File: src/rtl/cfgprot_pkg.sv
package cfgprot_pkg;
    localparam int BYTE_W   = 8;
    localparam int SEL_W    = 2;
    localparam int NUM_CFG  = 3;

    localparam logic [BYTE_W-1:0] CMD_SET_WE  = 8'h3C;
    localparam logic [BYTE_W-1:0] CMD_CLR_WE  = 8'h5A;
    localparam logic [BYTE_W-1:0] CMD_UNLOCK  = 8'h67;
    localparam logic [BYTE_W-1:0] UNLOCK_KEY  = 8'h96;

    localparam logic [SEL_W-1:0] SEL_USER = 2'd0;
    localparam logic [SEL_W-1:0] SEL_VEC  = 2'd1;
    localparam logic [SEL_W-1:0] SEL_STAT = 2'd2;

    typedef enum logic [1:0] {
        MODE_INSYS  = 2'd0,
        MODE_INAPP  = 2'd1,
        MODE_INCIRC = 2'd2,
        MODE_PARPRG = 2'd3
    } prog_mode_e;

    typedef struct packed {
        logic armed;
        logic we;
    } seq_state_t;

    typedef struct packed {
        logic [BYTE_W-1:0] ucfg;
        logic [BYTE_W-1:0] bvec;
        logic              lockdis;
        logic              lock;
        logic              arm_wp;
        logic              bsel;
        logic              err;
    } store_state_t;
endpackage

File: src/rtl/cfgprot_seq.sv
module cfgprot_seq
    import cfgprot_pkg::*;
(
    input  logic              clk,
    input  logic              rst_n,
    input  logic              cmd_wr,
    input  logic [BYTE_W-1:0] cmd_val,
    input  logic              data_wr,
    input  logic [BYTE_W-1:0] data_val,
    input  logic [1:0]        prog_mode,
    input  logic              lockdis,
    input  logic              arm_wp,
    output logic              clr_lock,
    output logic              clr_lockdis,
    output logic              flash_we
);
    seq_state_t st_d, st_q;
    logic ext_path;
    logic key_hit;

    always_comb begin
        st_d        = st_q;
        clr_lock    = 1'b0;
        clr_lockdis = 1'b0;
        ext_path    = (prog_mode == MODE_INCIRC) || (prog_mode == MODE_PARPRG);
        key_hit     = data_wr && st_q.armed && (data_val == UNLOCK_KEY);

        if (key_hit && (ext_path || !lockdis)) begin
            clr_lock    = 1'b1;
            clr_lockdis = ext_path;
        end
        if (data_wr) st_d.armed = 1'b0;
        if (cmd_wr)  st_d.armed = (cmd_val == CMD_UNLOCK);

        if (!arm_wp)
            st_d.we = 1'b1;
        else if (cmd_wr && cmd_val == CMD_SET_WE)
            st_d.we = 1'b1;
        else if (cmd_wr && cmd_val == CMD_CLR_WE)
            st_d.we = 1'b0;
    end

    always_ff @(posedge clk or negedge rst_n) begin
        if (!rst_n) st_q <= '{armed: 1'b0, we: 1'b1};
        else        st_q <= st_d;
    end

    assign flash_we = st_q.we | ~arm_wp;

    p_we_forced_r3: assert property (@(posedge clk) disable iff (!rst_n)
        !arm_wp |=> st_q.we);
    p_we_hold_r4: assert property (@(posedge clk) disable iff (!rst_n)
        (arm_wp && !cmd_wr) |=> $stable(st_q.we));
    p_ext_only_r7: assert property (@(posedge clk) disable iff (!rst_n)
        clr_lockdis |-> prog_mode[1]);
endmodule

File: src/rtl/cfgprot_store.sv
module cfgprot_store
    import cfgprot_pkg::*;
#(
    parameter logic [BYTE_W-1:0] UCFG_RST = 8'h00,
    parameter logic [BYTE_W-1:0] BVEC_RST = 8'h1F
) (
    input  logic              clk,
    input  logic              rst_n,
    input  logic              cfg_wr,
    input  logic [SEL_W-1:0]  cfg_sel,
    input  logic [BYTE_W-1:0] cfg_wdata,
    input  logic              clr_lock,
    input  logic              clr_lockdis,
    output logic [NUM_CFG-1:0] cfg_allow,
    output logic              cfg_err,
    output logic [BYTE_W-1:0] status,
    output logic [BYTE_W-1:0] bootvec,
    output logic [BYTE_W-1:0] usercfg,
    output logic              lockdis,
    output logic              arm_wp,
    output logic              bsel
);
    store_state_t sd, sq;
    logic [NUM_CFG-1:0] hit;

    for (genvar i = 0; i < NUM_CFG; i++) begin : g_byte
        assign hit[i]       = cfg_wr && (cfg_sel == SEL_W'(i));
        assign cfg_allow[i] = ~sq.lock;
    end

    always_comb begin
        sd     = sq;
        sd.err = 1'b0;
        if (|hit) begin
            if (sq.lock) begin
                sd.err = 1'b1;
            end else begin
                if (hit[SEL_USER]) sd.ucfg = cfg_wdata;
                if (hit[SEL_VEC])  sd.bvec = cfg_wdata;
                if (hit[SEL_STAT]) begin
                    sd.lockdis = sq.lockdis | cfg_wdata[7];
                    sd.lock    = cfg_wdata[6];
                    sd.arm_wp  = cfg_wdata[5];
                    sd.bsel    = cfg_wdata[0];
                end
            end
        end
        if (clr_lock)    sd.lock    = 1'b0;
        if (clr_lockdis) sd.lockdis = 1'b0;
    end

    always_ff @(posedge clk or negedge rst_n) begin
        if (!rst_n)
            sq <= '{ucfg: UCFG_RST, bvec: BVEC_RST, lockdis: 1'b0, lock: 1'b0,
                    arm_wp: 1'b0, bsel: 1'b1, err: 1'b0};
        else
            sq <= sd;
    end

    assign status  = {sq.lockdis, sq.lock, sq.arm_wp, 4'b0000, sq.bsel};
    assign bootvec = sq.bvec;
    assign usercfg = sq.ucfg;
    assign cfg_err = sq.err;
    assign lockdis = sq.lockdis;
    assign arm_wp  = sq.arm_wp;
    assign bsel    = sq.bsel;

    p_block_err_r5: assert property (@(posedge clk) disable iff (!rst_n)
        (cfg_wr && cfg_sel != 2'd3 && sq.lock) |=> cfg_err);
    p_block_hold_r5: assert property (@(posedge clk) disable iff (!rst_n)
        (cfg_wr && cfg_sel == SEL_VEC && sq.lock) |=> $stable(bootvec));
    p_lock_hold_r6: assert property (@(posedge clk) disable iff (!rst_n)
        (sq.lock && !clr_lock) |=> sq.lock);
    p_lockdis_sticky_r8: assert property (@(posedge clk) disable iff (!rst_n)
        (sq.lockdis && !clr_lockdis) |=> sq.lockdis);
endmodule

File: src/rtl/cfgprot_ctrl.sv
module cfgprot_ctrl
    import cfgprot_pkg::*;
#(
    parameter int                ADDR_W   = 16,
    parameter logic [BYTE_W-1:0] UCFG_RST = 8'h00,
    parameter logic [BYTE_W-1:0] BVEC_RST = 8'h1F
) (
    input  logic               clk,
    input  logic               rst_n,
    input  logic               cmd_wr,
    input  logic [7:0]         cmd_val,
    input  logic               data_wr,
    input  logic [7:0]         data_val,
    input  logic [1:0]         prog_mode,
    input  logic               cfg_wr,
    input  logic [1:0]         cfg_sel,
    input  logic [7:0]         cfg_wdata,
    output logic               flash_we,
    output logic [2:0]         cfg_allow,
    output logic               cfg_err,
    output logic [ADDR_W-1:0]  start_addr,
    output logic [7:0]         status,
    output logic [7:0]         bootvec,
    output logic [7:0]         usercfg
);
    localparam int LOW_W = ADDR_W - BYTE_W;

    logic clr_lock, clr_lockdis, lockdis, arm_wp, bsel;

    cfgprot_seq u_seq (
        .clk(clk), .rst_n(rst_n),
        .cmd_wr(cmd_wr), .cmd_val(cmd_val),
        .data_wr(data_wr), .data_val(data_val),
        .prog_mode(prog_mode), .lockdis(lockdis), .arm_wp(arm_wp),
        .clr_lock(clr_lock), .clr_lockdis(clr_lockdis), .flash_we(flash_we)
    );

    cfgprot_store #(.UCFG_RST(UCFG_RST), .BVEC_RST(BVEC_RST)) u_store (
        .clk(clk), .rst_n(rst_n),
        .cfg_wr(cfg_wr), .cfg_sel(cfg_sel), .cfg_wdata(cfg_wdata),
        .clr_lock(clr_lock), .clr_lockdis(clr_lockdis),
        .cfg_allow(cfg_allow), .cfg_err(cfg_err),
        .status(status), .bootvec(bootvec), .usercfg(usercfg),
        .lockdis(lockdis), .arm_wp(arm_wp), .bsel(bsel)
    );

    assign start_addr = bsel ? {bootvec, {LOW_W{1'b0}}} : '0;

    p_start_zero_r2: assert property (@(posedge clk) disable iff (!rst_n)
        !status[0] |-> (start_addr == '0));
endmodule

File: config.mk
export PLATFORM = sky130hd
export DESIGN_NAME = cfgprot_ctrl
export DESIGN_NICKNAME = d
export VERILOG_FILES = /design/src/rtl/cfgprot_pkg.sv /design/src/rtl/cfgprot_seq.sv /design/src/rtl/cfgprot_store.sv /design/src/rtl/cfgprot_ctrl.sv
export SDC_FILE = /design/constraint.sdc
export NUM_CORES = 1
export LEC_CHECK = 0
export BUFFER_PORTS_ARGS = -buffer_cell sky130_fd_sc_hd__buf_2
export CORE_MARGIN = 8
export CORE_UTILIZATION = 45
export DETAILED_ROUTE_END_ITERATION = 7
export PLACE_DENSITY = 0.88
export SYNTH_ARGS = -nofsm -noshare
export SYNTH_HDL_FRONTEND = slang
export SYNTH_HIERARCHICAL = 1
export SYNTH_SLANG_ARGS = --single-unit
File: constraint.sdc
create_clock -name clk -period 2.4 [get_ports clk]
set_clock_uncertainty 0.1 [all_clocks]
set_input_delay 0.36 -clock clk [delete_from_list [all_inputs] [get_ports clk]]
set_output_delay 0.36 -clock clk [all_outputs]
set_load 0.01 [all_outputs]
; Word-level counts from Yosys, hierarchy flattened
; Cells that the tools add are included.
[classes]
n_eq_ne = 10
n_mux = 14
n_bitwise = 4
reduce_logical = 21
[ops]
columns = operator, count
row1 = 8-bit by 7-bit == test with 1-bit output (second input constant), 2
row2 = 16-bit 2-to-1 mux, 1
row3 = 3-bit AND reduction, 4
row4 = 1-bit 2-to-1 mux, 10
row5 = 8-bit by 6-bit == test with 1-bit output (second input constant), 1
row6 = 8-bit == test (second input constant), 1
row7 = 1-bit logical AND, 8
row8 = 4-bit 2-to-1 mux, 2
row9 = 2-bit nonzero test, 4
row10 = 2-bit == test (second input constant), 3
row11 = 5-bit 2-to-1 mux, 1
row12 = 3-bit != test (second input constant), 1
row13 = 3-bit OR reduction, 1
row14 = 2-bit by 1-bit == test with 1-bit output (second input constant), 1
row15 = 2-bit logical NOT, 1
row16 = 1-bit logical OR, 2
row17 = 2-bit != test (second input constant), 1
row18 = 1-bit NOT, 2
row19 = 1-bit OR, 2
row20 = 1-bit logical NOT, 1
[word_totals]
regBits = 23
wordCells = 58

; Depth between registers and ports, before layout
; Gate-level depths: netlist of run 1.
[depth]
ltp_word = 7
ltp_mapped = 5
depth_no_buf = 5

; Hierarchy
; The synthesis of run 1 kept the hierarchy.
[modules_own_cells]
columns = module, n_inst, cells_each, area_per_inst_um2, seq_area_each_um2
row1 = cfgprot_store, 1, 61, 905.9, 533.0
row2 = cfgprot_seq, 1, 20, 180.2, 51.3
row3 = cfgprot_ctrl, 1, 17, 113.9, 0.0

; Worst setup path after synthesis of run 1
; No wires, ideal clock.
[synth_path]
kind = register -> register
startpoint = register u_store.sq (netlist bit u_store/status[6])
endpoint = register u_store.sq (netlist bit u_store/usercfg[0])
setup_ns = 0.125
arrival_time_ns = 1.317
path_slack_ns = 0.858
path_stages_with_launch = 3
n_path_buf = 0
path_cell_list = dfrtp_1 > nor4b_4 > mux2_2
[synth_via]
elab_chain_cells = 2
[synth_lines]
columns = item, line
row1 = "start, declared", cfgprot_store.sv:23  ; store_state_t sd, sq;
row2 = "start signal, assigned", cfgprot_store.sv:54  ; sq <= '{ucfg: UCFG_RST, bvec: BVEC_RST, lockdis: 1'b0, lock: 1'b0,
row3 = 1-bit NOT (no line), -
row4 = 3-bit AND reduction (no line), -
; No other way between the ends.
; A chain may end at the register's enable or synchronous reset.

; Worst setup path after layout of run 1
[layout_path]
startpoint = register u_store.sq (netlist bit u_store/status[6])
endpoint = register u_store.sq (netlist bit u_store/usercfg[7])
; Same word-level chain as after synthesis.

==> results of run 1 <==
metal layers:
metal | GRT usage, % | vias up | wire [um]
met4 | 4.700 | 0 | 30
met1 | 13.42 | 442 | 1063
met2 | 24.50 | 41 | 1556
met3 | 3.642 | 4 | 286
met5 | 0 | - | 0
li1 | - | 437 | -
synth_stat cells (3+ instances only):
library cell / instances
mux2_2: 18
buf_4: 17
dfrtp_1: 16
and2_1: 8
dfstp_2: 7
a21oi_1: 3
and4bb_2: 3
inv_1: 3
nand4b_1: 3
through the flow:
step	cell area, um^2	setup WS, ps	total power (uW)	instances	hold WS (ps)
6_report	1500	686.1	662.2	189	149.4
5_1_grt	1500	648.8	697.0	189	155.8
4_1_cts	1500	680.6	675.2	189	139.8
3_5_place_dp	1463	654.4	493.5	184	258.6
3_3_place_gp	1463	678.0	488.3	184	240.6
2_1_floorplan	1237	858.2	456.5	108	-35.59
sequential cells by signal, indices dropped and copies added (netlist names):
signal	flops
u_store/bootvec	8
u_store/usercfg	8
u_seq/st_q	2
u_store/arm_wp	1
u_store/bsel	1
u_store/cfg_err	1
u_store/lockdis	1
u_store/status	1
what timing repair did:
item | in CTS | in global routing
hold endpoints to repair | 16 | 0
hold buffers | 1 | 0
setup buffers | 0 | 0
critical path, cell delays in order (launching register included):
cell and delay (ps):
dfrtp_1 470, nor4b_4 640, mux2_2 400
path summary, 6_finish.rpt:
check / to / slack (ps) / cells past startpoint
min reg2reg: u_seq/st_q[0] / 400 / 1
max: u_store/usercfg[7] / 690 / 2
max reg2reg: u_store/usercfg[7] / 690 / 2
max in group asynchronous: u_seq/st_q[0] / 1400 / 2
min: u_seq/st_q[1] / 150 / 2
min in group asynchronous: u_store/usercfg[3] / 430 / 2
layout make-up:
| type | instances | area, um^2 | area share (%) |
|---|---|---|---|
| repair buffers | 65 | 330.3 | 22.02 |
| clock inverters | 1 | 5.005 | 0.3336 |
| flip-flops and latches | 23 | 584.3 | 38.95 |
| inverters | 3 | 11.26 | 0.7506 |
| multi-input cells | 64 | 509.2 | 33.94 |
| clock buffers | 3 | 22.52 | 1.501 |
| well taps | 30 | 37.54 | 2.502 |
kinds of logic after synthesis:
logic type             synth area share, %
other                               0.6259
and+or+nand+nor                      18.04
AOI/OAI and AO/OA                    3.754
DFF                                  48.70
buffers and inverters                11.99
muxes                                16.89
report_power, final:
group	switching [uW]	internal, uW	total [uW]
Sequential	5.78	399	405
Combinational	44.6	37.6	82.2
Clock	113	62.2	175
Total	163	499	662
==> impl_summary.log, run 1 <==
INFO  metric flow.area_growth_from_synthesis = 25.03%
INFO  metric p_per_area = 441.4 nW/um^2
INFO  metric top_level_ports = between 70 and 80
INFO  metric share_of_yosys_cell_area_claimed_by_the_top_area_cell_type = about a third
INFO  metric synthDistinctLibCells = 25
INFO  metric worstSetupPathType = flop to flop
INFO  metric timing.final.hold_violations = 0
INFO  metric cts-htree-levels = 1
INFO  metric fillCellCount = roughly 230
INFO  metric via_per_inst = 4.889
INFO  metric rows = 18
INFO  metric critPathMaxFanout = 8
INFO  metric crit_path_start_kind = flop
INFO  metric finish.net_count = a little under 200
INFO  metric timing.max_cap.violations = 0
INFO  metric drc = 0
INFO  metric synth_edf_count = 0
INFO  metric timing.rr.start = u_store/status[6]
INFO  metric die_y = roughly 68 um
INFO  metric drtAntennaViolNets = 0
INFO  metric number_of_antenna_violations_at_the_first_check_in_global_routing = 0
INFO  metric drive_above_1_share = 61.01%
INFO  metric crit_path_start = u_store/status[6]
INFO  metric final.period_utilization = between 70% and 80%
INFO  metric core_area = roughly 2500 um^2
INFO  metric clock_path_buffers = 2
INFO  metric most_frequent_standard_cell_in_the_layout_excluding_fill_and_tap_cells = buf_2
INFO  metric async_reset_ff_share = 100.0%
INFO  metric rsz_0062_raised_after_global_routing = false
INFO  metric clock_tree.root_cell = clkbuf_4
INFO  metric required = between 2000 and 3000 ps
INFO  metric final_max_slew_viol_count = 0
INFO  metric dpl.hpwl = roughly 2.5 mm
INFO  metric gp_congestion = just over 0.7
INFO  metric netlist_instances = 98
INFO  metric setup.worst_path.end_class = flop
INFO  metric synth.top_cells.by_area = dfrtp_1, mux2_2, dfstp_2
INFO  metric drt_iter0_drc = 36
INFO  metric dominantRegCellSynth = dfrtp_1
INFO  metric drtPass1Iterations = 4
INFO  metric vias = ~920
INFO  metric port_buffers = between 60 and 70
INFO  metric fmax = about 0.6 GHz
INFO  metric timing.final.setup_violations = 0
INFO  metric width_of_the_chip = 67.64 um
INFO  metric cts.reportedPaths.clkPinSlew = 120 ps
INFO  metric slew_headroom = between 50% and 60%
INFO  metric clock_latency = 300 ps
INFO  metric vias_in_the_first_global_route = 1042
INFO  metric clock_sinks = 23
INFO  metric fp.dieArea = roughly 4600 um^2
INFO  metric gr-total-overflow = 0
INFO  metric launch_point_of_the_worst_hold_path = data_wr
INFO  metric postLayoutCoreUtil = 60.01%
INFO  metric cp.arrival = 1810 ps
INFO  metric synth_seq_area_share = 48.70%
INFO  metric postSynthAreaPerCell = 12.24 um^2
INFO  metric synth.cell_area = between 1000 and 1500 um^2
INFO  metric worstMarginPinSlew = approximately 640 ps
INFO  metric routed_wirelength = ~2.9 mm
INFO  metric outcome = complete, no violations
INFO  metric initial_utilization = 48.00%
INFO  metric cellLeakagePower = 0.0008345 uW
INFO  metric antenna_cells = 0
INFO  metric cts_inserted_buffers = 3
INFO  metric setup_tns = 0 ps
INFO  metric worst_hold_path_type = input pin to flop
INFO  metric irDropWorstVdd = roughly 0.35 mV
INFO  metric cts_tree = built
INFO  metric cts_resized = 0
INFO  metric final_cell_mix = buf_2, mux2_2, dfrtp_1
INFO  metric detail_route.wl_per_cell = about 16 um
INFO  metric final_critical_period = 1714 ps
INFO  metric netlist.top_cell.by_area = dfrtp_1
INFO  metric groute.usage.overall = a little over an eighth
INFO  metric grt_start_max_net_pins = 24
INFO  metric grt_first_pass_wirelength = about 4.6 mm
INFO  metric synth_seq_cells = 23
INFO  metric synthesis.yosys.warnings = 6
Note: power is estimated with default switching activity, not from simulation.
==> inputs of run 2 (changes only) <==
CORE_UTILIZATION = 37   (was 45)
PLACE_DENSITY = 0.77   (was 0.88)
clock period = 1.57 ns   (was 2.4 ns; I/O delays follow)
==> run 2 against run 1 <==
Global-route usage fell by 0.95 points. Sequential power rose by 53%. Via count rose by 5.4%. Die area rose by 16%. First-iteration DRC count fell by 50%. Design area rose by 8.8%. Hold slack got worse by 130 ps. Worst setup slack got worse by 670 ps. Clock power rose by 51%. Critical path type is now flop to primary output.
==> impl_summary.log, run 2 (synthesis gave the netlist of run 1 again) <==
INFO  metric outcome = complete, no violations
INFO  metric cts_tree = built
INFO  metric setup.worst_path.end_class = primary output
INFO  metric drive_above_1_share = 67.07% (+6.1 points)
INFO  metric antenna_cells = 0 (unchanged)
INFO  metric width_of_the_chip = 72.95 um (+7.9%)
INFO  metric drtPass1Iterations = 4 (unchanged)
INFO  metric gp_congestion = 0.6861 (-4.9%)
INFO  metric vias = 974 (+5.4%)
INFO  metric required = 1230 ps (-1270 ps)
INFO  metric pre_cts_slack = 51.08 ps (-603.3 ps)
INFO  metric setup_slack = 21.00 ps (-665.1 ps)
INFO  metric clock_power_share = 26.1% (-0.3 points)
INFO  metric largest_incremental_delay_on_the_critical_path = 560 ps (-80 ps)
INFO  metric timing.max_cap.violations = 0 (unchanged)
INFO  metric switching_power = 244.4 uW (+50%)
INFO  metric core_area = 3078 um^2 (+23%)
INFO  metric post-layout-total-power = 1016 uW (+53%)
INFO  metric final_cell_mix = buf_2, mux2_2, dfrtp_1
INFO  metric rows = 20 (+2)
INFO  metric fillCellCount = 301 (+33%)
INFO  metric clock_path_buffers = 2 (unchanged)
INFO  metric worst_hold_path_type = input pin to flop
INFO  metric p_int = 771.2 uW (+55%)
INFO  metric final_critical_period = around 1500 ps
INFO  metric cts-htree-levels = 1 (unchanged)
INFO  metric initial_utilization = 38.98% (-9.0 points)
INFO  metric routed_wirelength = 3.084 mm (+5.0%)
INFO  metric clock_sinks = 23 (unchanged)
INFO  metric groute.layer.met2.usage = 21.47% (-3.0 points)
INFO  metric crit_path_start_kind = flop
INFO  metric critPathMaxFanout = 5 (-3)
INFO  metric cts.reportedPaths.clkPinSlew = 120 ps (about the same)
INFO  metric cellLeakagePower = 0.0008756 uW (+4.9%)
INFO  metric cp.arrival = 1210 ps (-600 ps)
INFO  metric grt_most_used_layer = met2
INFO  metric most_frequent_standard_cell_in_the_layout_excluding_fill_and_tap_cells = buf_2
INFO  metric die_y = 72.95 um (+7.9%)
INFO  metric critPathMostFrequentCell = buf_6
INFO  metric number_of_antenna_violations_at_the_first_check_in_global_routing = 0 (unchanged)
INFO  metric slew_headroom = 65.62% (+8.7 points)
INFO  metric p_per_area = 622.0 nW/um^2 (+41%)
INFO  metric finish.net_count = 198 (+2.6%)
INFO  metric dpl.hpwl = 2.458 mm (about the same)
INFO  metric worstSetupPathType = flop to primary output
INFO  metric via_per_inst = 4.683 (-4.2%)
INFO  metric combinationalPowerShare = 13.0% (+0.6 points)
INFO  metric final.period_utilization = between 90% and 100%
INFO  metric top_level_ports = 78 (unchanged)
INFO  metric worst_path_dominant_cell_family = flip-flops
INFO  metric grt.met1_usage = 12.40% (-1.0 points)
INFO  metric clock_latency = 300 ps (about the same)
INFO  metric final_max_slew_viol_count = 0 (unchanged)
INFO  metric grt_util_met3 = 4.396% (+0.75 points)
INFO  metric cts_inserted_buffers = 3 (unchanged)
INFO  metric power.share.switching = 24.06% (-0.59 points)
INFO  metric timing.final.setup_violations = 0 (unchanged)
INFO  metric fmax = roughly 0.65 GHz
INFO  metric drt_iter0_drc = 18 (-50%)
INFO  metric port_buffers = 64 (unchanged)
INFO  metric timing.final.hold_violations = 0 (unchanged)
INFO  metric irDropWorstVdd = 0.5735 mV (+64%)
INFO  metric worst_hold_margin = 16.32 ps (-133.0 ps)
INFO  metric clock_tree.root_cell = clkbuf_4
INFO  metric worstMarginPinSlew = 515.8 ps (-128.1 ps)
INFO  metric vias_in_the_first_global_route = 1064 (+2.1%)
INFO  metric detail_route.wl_per_cell = 14.83 um (-4.6%)
INFO  metric drc = 0 (unchanged)
INFO  metric drtAntennaViolNets = 0 (unchanged)
INFO  metric rsz_0062_raised_after_global_routing = true
INFO  metric power.sequential.fraction = 60.9% (-0.3 points)
INFO  metric grt_start_max_net_pins = 24 (unchanged)
INFO  metric gr-total-overflow = 0 (unchanged)
INFO  metric flow.area_growth_from_synthesis = 36.08%
INFO  metric groute.usage.overall = 12.11% (-0.95 points)
INFO  metric grt_first_pass_wirelength = 5.037 mm (+9.3%)
INFO  metric worst_path_max_delay_cell = dfstp_2
INFO  metric crit_buf_inv = 2 (+2)
INFO  metric fp.dieArea = 5321 um^2 (+16%)
INFO  metric critical_path_cell_by_cell = buf_6 -> and2_4 -> buf_6
## run 2: cell types whose count changed in the layout (fill, tap and decap cells not counted)
cell      previous run  this run
buf_6                0        10
clkinv_2             1         0
and2_4               0         8
buf_2               64        56
dfrtp_2              0         1
buf_4                0         3
dfrtp_1             16        15
and2_1               8         0
clkbuf_1             0         1
## run 2: worst reg2reg max path: stages, from the launching register on
cell      delay (ps)
dfrtp_2          470
and4bb_2         470
mux2_2           370
## run 2: final cells by class
cell class                      count  area [um^2]  share of cell area, %
Sequential cell                    23        585.6                  35.86
Inverter                            3        11.26                 0.6897
Tap cell                           44        55.05                  3.372
Clock buffer                        4        26.28                  1.609
Timing Repair Buffer               70        425.4                  26.05
Multi-Input combinational cell     64        529.3                  32.41
## run 2: power groups by stage
stage               Combinational (uW)  Sequential [uW]  Clock (uW)
global route                       149              621         308
detailed placement                 123              630           0
floorplan                         62.9              635           0
global placement                   118              629           0
finish                             132              618         265
CTS                                129              618         286
## run 2: path summary, 6_finish.rpt
check / slack [ps] / depth (start not counted) / endpoint / startpoint
worst min register to register: 410 / 1 / u_store/usercfg[6] / u_store/usercfg[6]
worst max-delay path: 20 / 3 / start_addr[13] / u_store/bsel
min in group asynchronous: 340 / 2 / u_store/status[6] / rst_n
max in group asynchronous: 670 / 2 / u_store/status[6] / rst_n
worst min-delay path: 20 / 2 / u_seq/st_q[1] / data_wr
worst max register to register: 60 / 2 / u_store/bootvec[6] / u_store/status[6]
## run 2: per-stage QoR
step | util [%] | cells | instance area [um^2] | setup TNS (ps)
after floorplan | - | 108 | 1237 | 0
after global placement | 48.58 | 200 | 1495 | 0
after detailed placement | 48.58 | 200 | 1495 | 0
after CTS | 50.24 | 207 | 1546 | -43.89
after global routing | 53.05 | 208 | 1633 | -274.5
final | 53.05 | 208 | 1633 | 0
## run 2: timing repair
action / CTS / global route
hold buffers: 1 / 0
buffers inserted: 2 / 1
resized for setup: 1 / 20
endpoints found under the setup margin: 8 / 19
hold endpoints to repair: 16 / 0
## run 2: metal layers
metal	routed length [um]	up-vias
met5	0	-
met4	86	0
met3	278	8
met2	1647	48
met1	1072	468
li1	-	450
==> inputs of run 3 (changes only) <==
PLACE_DENSITY = 0.78   (was 0.77)
SYNTH_HIERARCHICAL = unset   (was 1)
==> run 3 against run 2 <==
Clock-buffer cell count stayed put. Combinational power is 4% higher. Largest cell class unchanged. Critical endpoint is now start_addr[12]. Critical path type unchanged. Flip-flop and latch count stayed put. Clock power hardly changed. Sequential share of layout area is 0.67 points lower.
==> impl_summary.log, run 3 <==
INFO  metric worst_path_max_delay_cell = dfstp_2
INFO  metric clock_path_buffers = 2 (unchanged)
INFO  metric core_area = 3078 um^2 (unchanged)
INFO  metric cp.arrival = 1220 ps (about the same)
INFO  metric final_critical_period = 1555 ps (+5.520 ps)
INFO  metric flow.area_growth_from_synthesis = 38.66%
INFO  metric critPathMaxFanout = 5 (unchanged)
INFO  metric synth.cell_area = 1197 um^2 (-0.21%)
INFO  metric clock_latency = 300 ps (about the same)
INFO  metric synth_seq_cells = 23 (unchanged)
INFO  metric drtAntennaViolNets = 0 (unchanged)
INFO  metric grt_first_pass_wirelength = 5.057 mm (+0.40%)
INFO  metric timing.final.hold_violations = 0 (unchanged)
INFO  metric clock_tree.root_cell = clkbuf_4
INFO  metric required = 1230 ps (about the same)
INFO  metric drt_iter0_drc = 24 (+6)
INFO  metric irDropWorstVdd = 0.5758 mV (+0.39%)
INFO  metric port_buffers = 64 (unchanged)
INFO  metric worstSetupPathType = flop to primary output
INFO  metric critPathMostFrequentCell = buf_6
INFO  metric cts_inserted_buffers = 3 (unchanged)
INFO  metric crit_path_start_kind = flop
INFO  metric rows = 20 (unchanged)
INFO  metric synthesis.yosys.warnings = 0 (-6)
INFO  metric cts_tree = built
INFO  metric p_per_area = 614.3 nW/um^2 (-1.2%)
INFO  metric detail_route.wl_per_cell = 15.69 um (+5.8%)
INFO  metric final_cell_mix = buf_2, mux2_2, dfrtp_1
INFO  metric synth_seq_area_share = 48.80% (+0.10 points)
INFO  metric synth_edf_count = 0 (unchanged)
INFO  metric clock_sinks = 23 (unchanged)
INFO  metric synthMostInstantiatedCell = mux2_2
INFO  metric via_per_inst = 4.601 (-1.7%)
INFO  metric routed_wirelength = 3.264 mm (+5.8%)
INFO  metric fmax = 0.6433 GHz (-0.36%)
INFO  metric final.period_utilization = 99.01% (+0.35 points)
INFO  metric outcome = complete, no violations
INFO  metric top_level_ports = 78 (unchanged)
INFO  metric rsz_0062_raised_after_global_routing = true
INFO  metric synth.top_cells.by_area = dfrtp_1, mux2_2, dfstp_2
INFO  metric die_y = 72.89 um (about the same)
INFO  metric share_of_yosys_cell_area_claimed_by_the_top_area_cell_type = 33.44% (+0.070 points)
INFO  metric fillCellCount = 278 (-7.6%)
INFO  metric cellLeakagePower = 0.0008772 uW (+0.19%)
INFO  metric initial_utilization = 38.90% (-0.081 points)
INFO  metric critical_path_cell_by_cell = buf_6 -> and2_4 -> buf_6
INFO  metric number_of_antenna_violations_at_the_first_check_in_global_routing = 0 (unchanged)
INFO  metric final_max_slew_viol_count = 0 (unchanged)
INFO  metric antenna_cells = 0 (unchanged)
INFO  metric slew_headroom = 66.62% (+1.0 points)
INFO  metric pre_cts_slack = 10.93 ps (-40.15 ps)
INFO  metric largest_incremental_delay_on_the_critical_path = 570 ps (about the same)
INFO  metric gp_congestion = 0.6876 (+0.22%)
INFO  metric drive_above_1_share = 66.46% (-0.61 points)
INFO  metric postSynthAreaPerCell = 12.60 um^2 (+2.9%)
INFO  metric groute.usage.overall = 12.07% (-0.047 points)
INFO  metric most_frequent_standard_cell_in_the_layout_excluding_fill_and_tap_cells = buf_2
INFO  metric timing.final.setup_violations = 0 (unchanged)
INFO  metric drc = 0 (unchanged)
INFO  metric worstMarginPinSlew = 500.8 ps (-15.00 ps)
INFO  metric vias = 957 (-1.7%)
INFO  metric vias_in_the_first_global_route = 1108 (+4.1%)
INFO  metric synthDistinctLibCells = 23 (-8.0%)
INFO  metric setup_slack = 15.48 ps (-5.520 ps)
INFO  metric finish.net_count = 198 (unchanged)
INFO  metric layout.cells.non_filler = 208 (unchanged)
INFO  metric placed_cells_incl_taps = 200 (unchanged)
INFO  metric dpl.hpwl = 2.646 mm (+7.6%)
INFO  metric timing.max_cap.violations = 0 (unchanged)
INFO  metric netlist.top_cell.by_area = dfrtp_1
INFO  metric drtPass1Iterations = 3 (-1)
INFO  metric gr-total-overflow = 0 (unchanged)
INFO  metric worst_hold_margin = 70.76 ps (+54.43 ps)
INFO  metric setup.worst_path.end_class = primary output
INFO  metric worst_hold_path_type = input pin to flop
INFO  metric dominantRegCellSynth = dfrtp_1
INFO  metric fp.dieArea = 5312 um^2 (-0.16%)
INFO  metric cts-htree-levels = 1 (unchanged)
INFO  metric top_cell_types_by_occurrence_after_synthesis = mux2_2, buf_4, dfrtp_1
INFO  metric async_reset_ff_share = 100.0% (unchanged)
INFO  metric grt_start_max_net_pins = 24 (unchanged)
INFO  metric width_of_the_chip = 72.89 um (about the same)
INFO  metric netlist_instances = 95 (-3.1%)
INFO  metric cts.reportedPaths.clkPinSlew = 120 ps (about the same)
==> run 3: metal layers <==
metal	vias up	global-route usage (%)	share of wire [%]
li1	444	-	-
met1	469	10.97	34
met2	42	23.96	57
met3	2	5.082	8.2
met4	0	2.222	0.52
met5	-	0	0
==> run 3: cells by family (layout without fill, tap and decap cells) <==
| family | count (synthesis) | count (layout) | synth area share (%) |
|---|---|---|---|
| buffers and inverters | 19 | 77 | 11.29 |
| other | 1 | 12 | 0.3132 |
| DFF | 23 | 23 | 48.80 |
| muxes | 18 | 18 | 16.93 |
| AOI/OAI and AO/OA | 7 | 7 | 5.225 |
| and+or+nand+nor | 27 | 27 | 17.45 |
==> run 3: timing repair <==
item,in CTS,in global routing
hold buffers,2,0
setup buffers,0,2
hold endpoints to repair,17,0
endpoints found under the setup margin,0,8
gates resized for setup,0,21
==> run 3: worst max-delay path: cells and delay by family (launching register included) <==
family | cells | cell delay, ps
flip-flops | 1 | 570
AND/OR/NAND/NOR | 1 | 130
buffers and inverters | 2 | 210
==> run 3: area by class of cell <==
cell class	count	area (um^2)	area share, %
timing repair buffer	71	447.9	26.98
multi-input combinational	64	539.3	32.48
tap	44	55.05	3.316
clock buffer	4	26.28	1.583
inverter	2	7.507	0.4521
sequential	23	584.3	35.19
==> run 3: per-stage QoR <==
stage / area [um^2] / setup TNS (ps) / util, % / total power (uW)
6_report: 1660 / 0 / 53.94 / 1020
5_1_grt: 1660 / -267.0 / 53.94 / 1083
4_1_cts: 1568 / 0 / 50.93 / 1029
3_5_place_dp: 1521 / 0 / 49.43 / 759.0
3_3_place_gp: 1521 / 0 / 49.43 / 750.5
2_1_floorplan: 1239 / 0 / - / 700.6
==> run 3: final timing paths <==
check	end	startpoint	depth (start not counted)	slack, ps
min in group asynchronous	u_store.usercfg[3]	rst_n	2	320
max reg2reg	u_store.usercfg[0]	u_store.status[6]	3	90
max	start_addr[12]	u_store.bsel	3	20
max in group asynchronous	u_store.bootvec[2]	rst_n	2	690
min	u_store.bootvec[4]	cfg_wdata[4]	2	70
min reg2reg	u_seq.st_q[0]	u_store.arm_wp	1	380
==> run 3: where the power goes <==
group / internal (uW) / total (uW) / switching [uW]
combinational: 62.0 / 137 / 75.0
sequential: 610 / 619 / 9.05
clock: 99.1 / 264 / 165
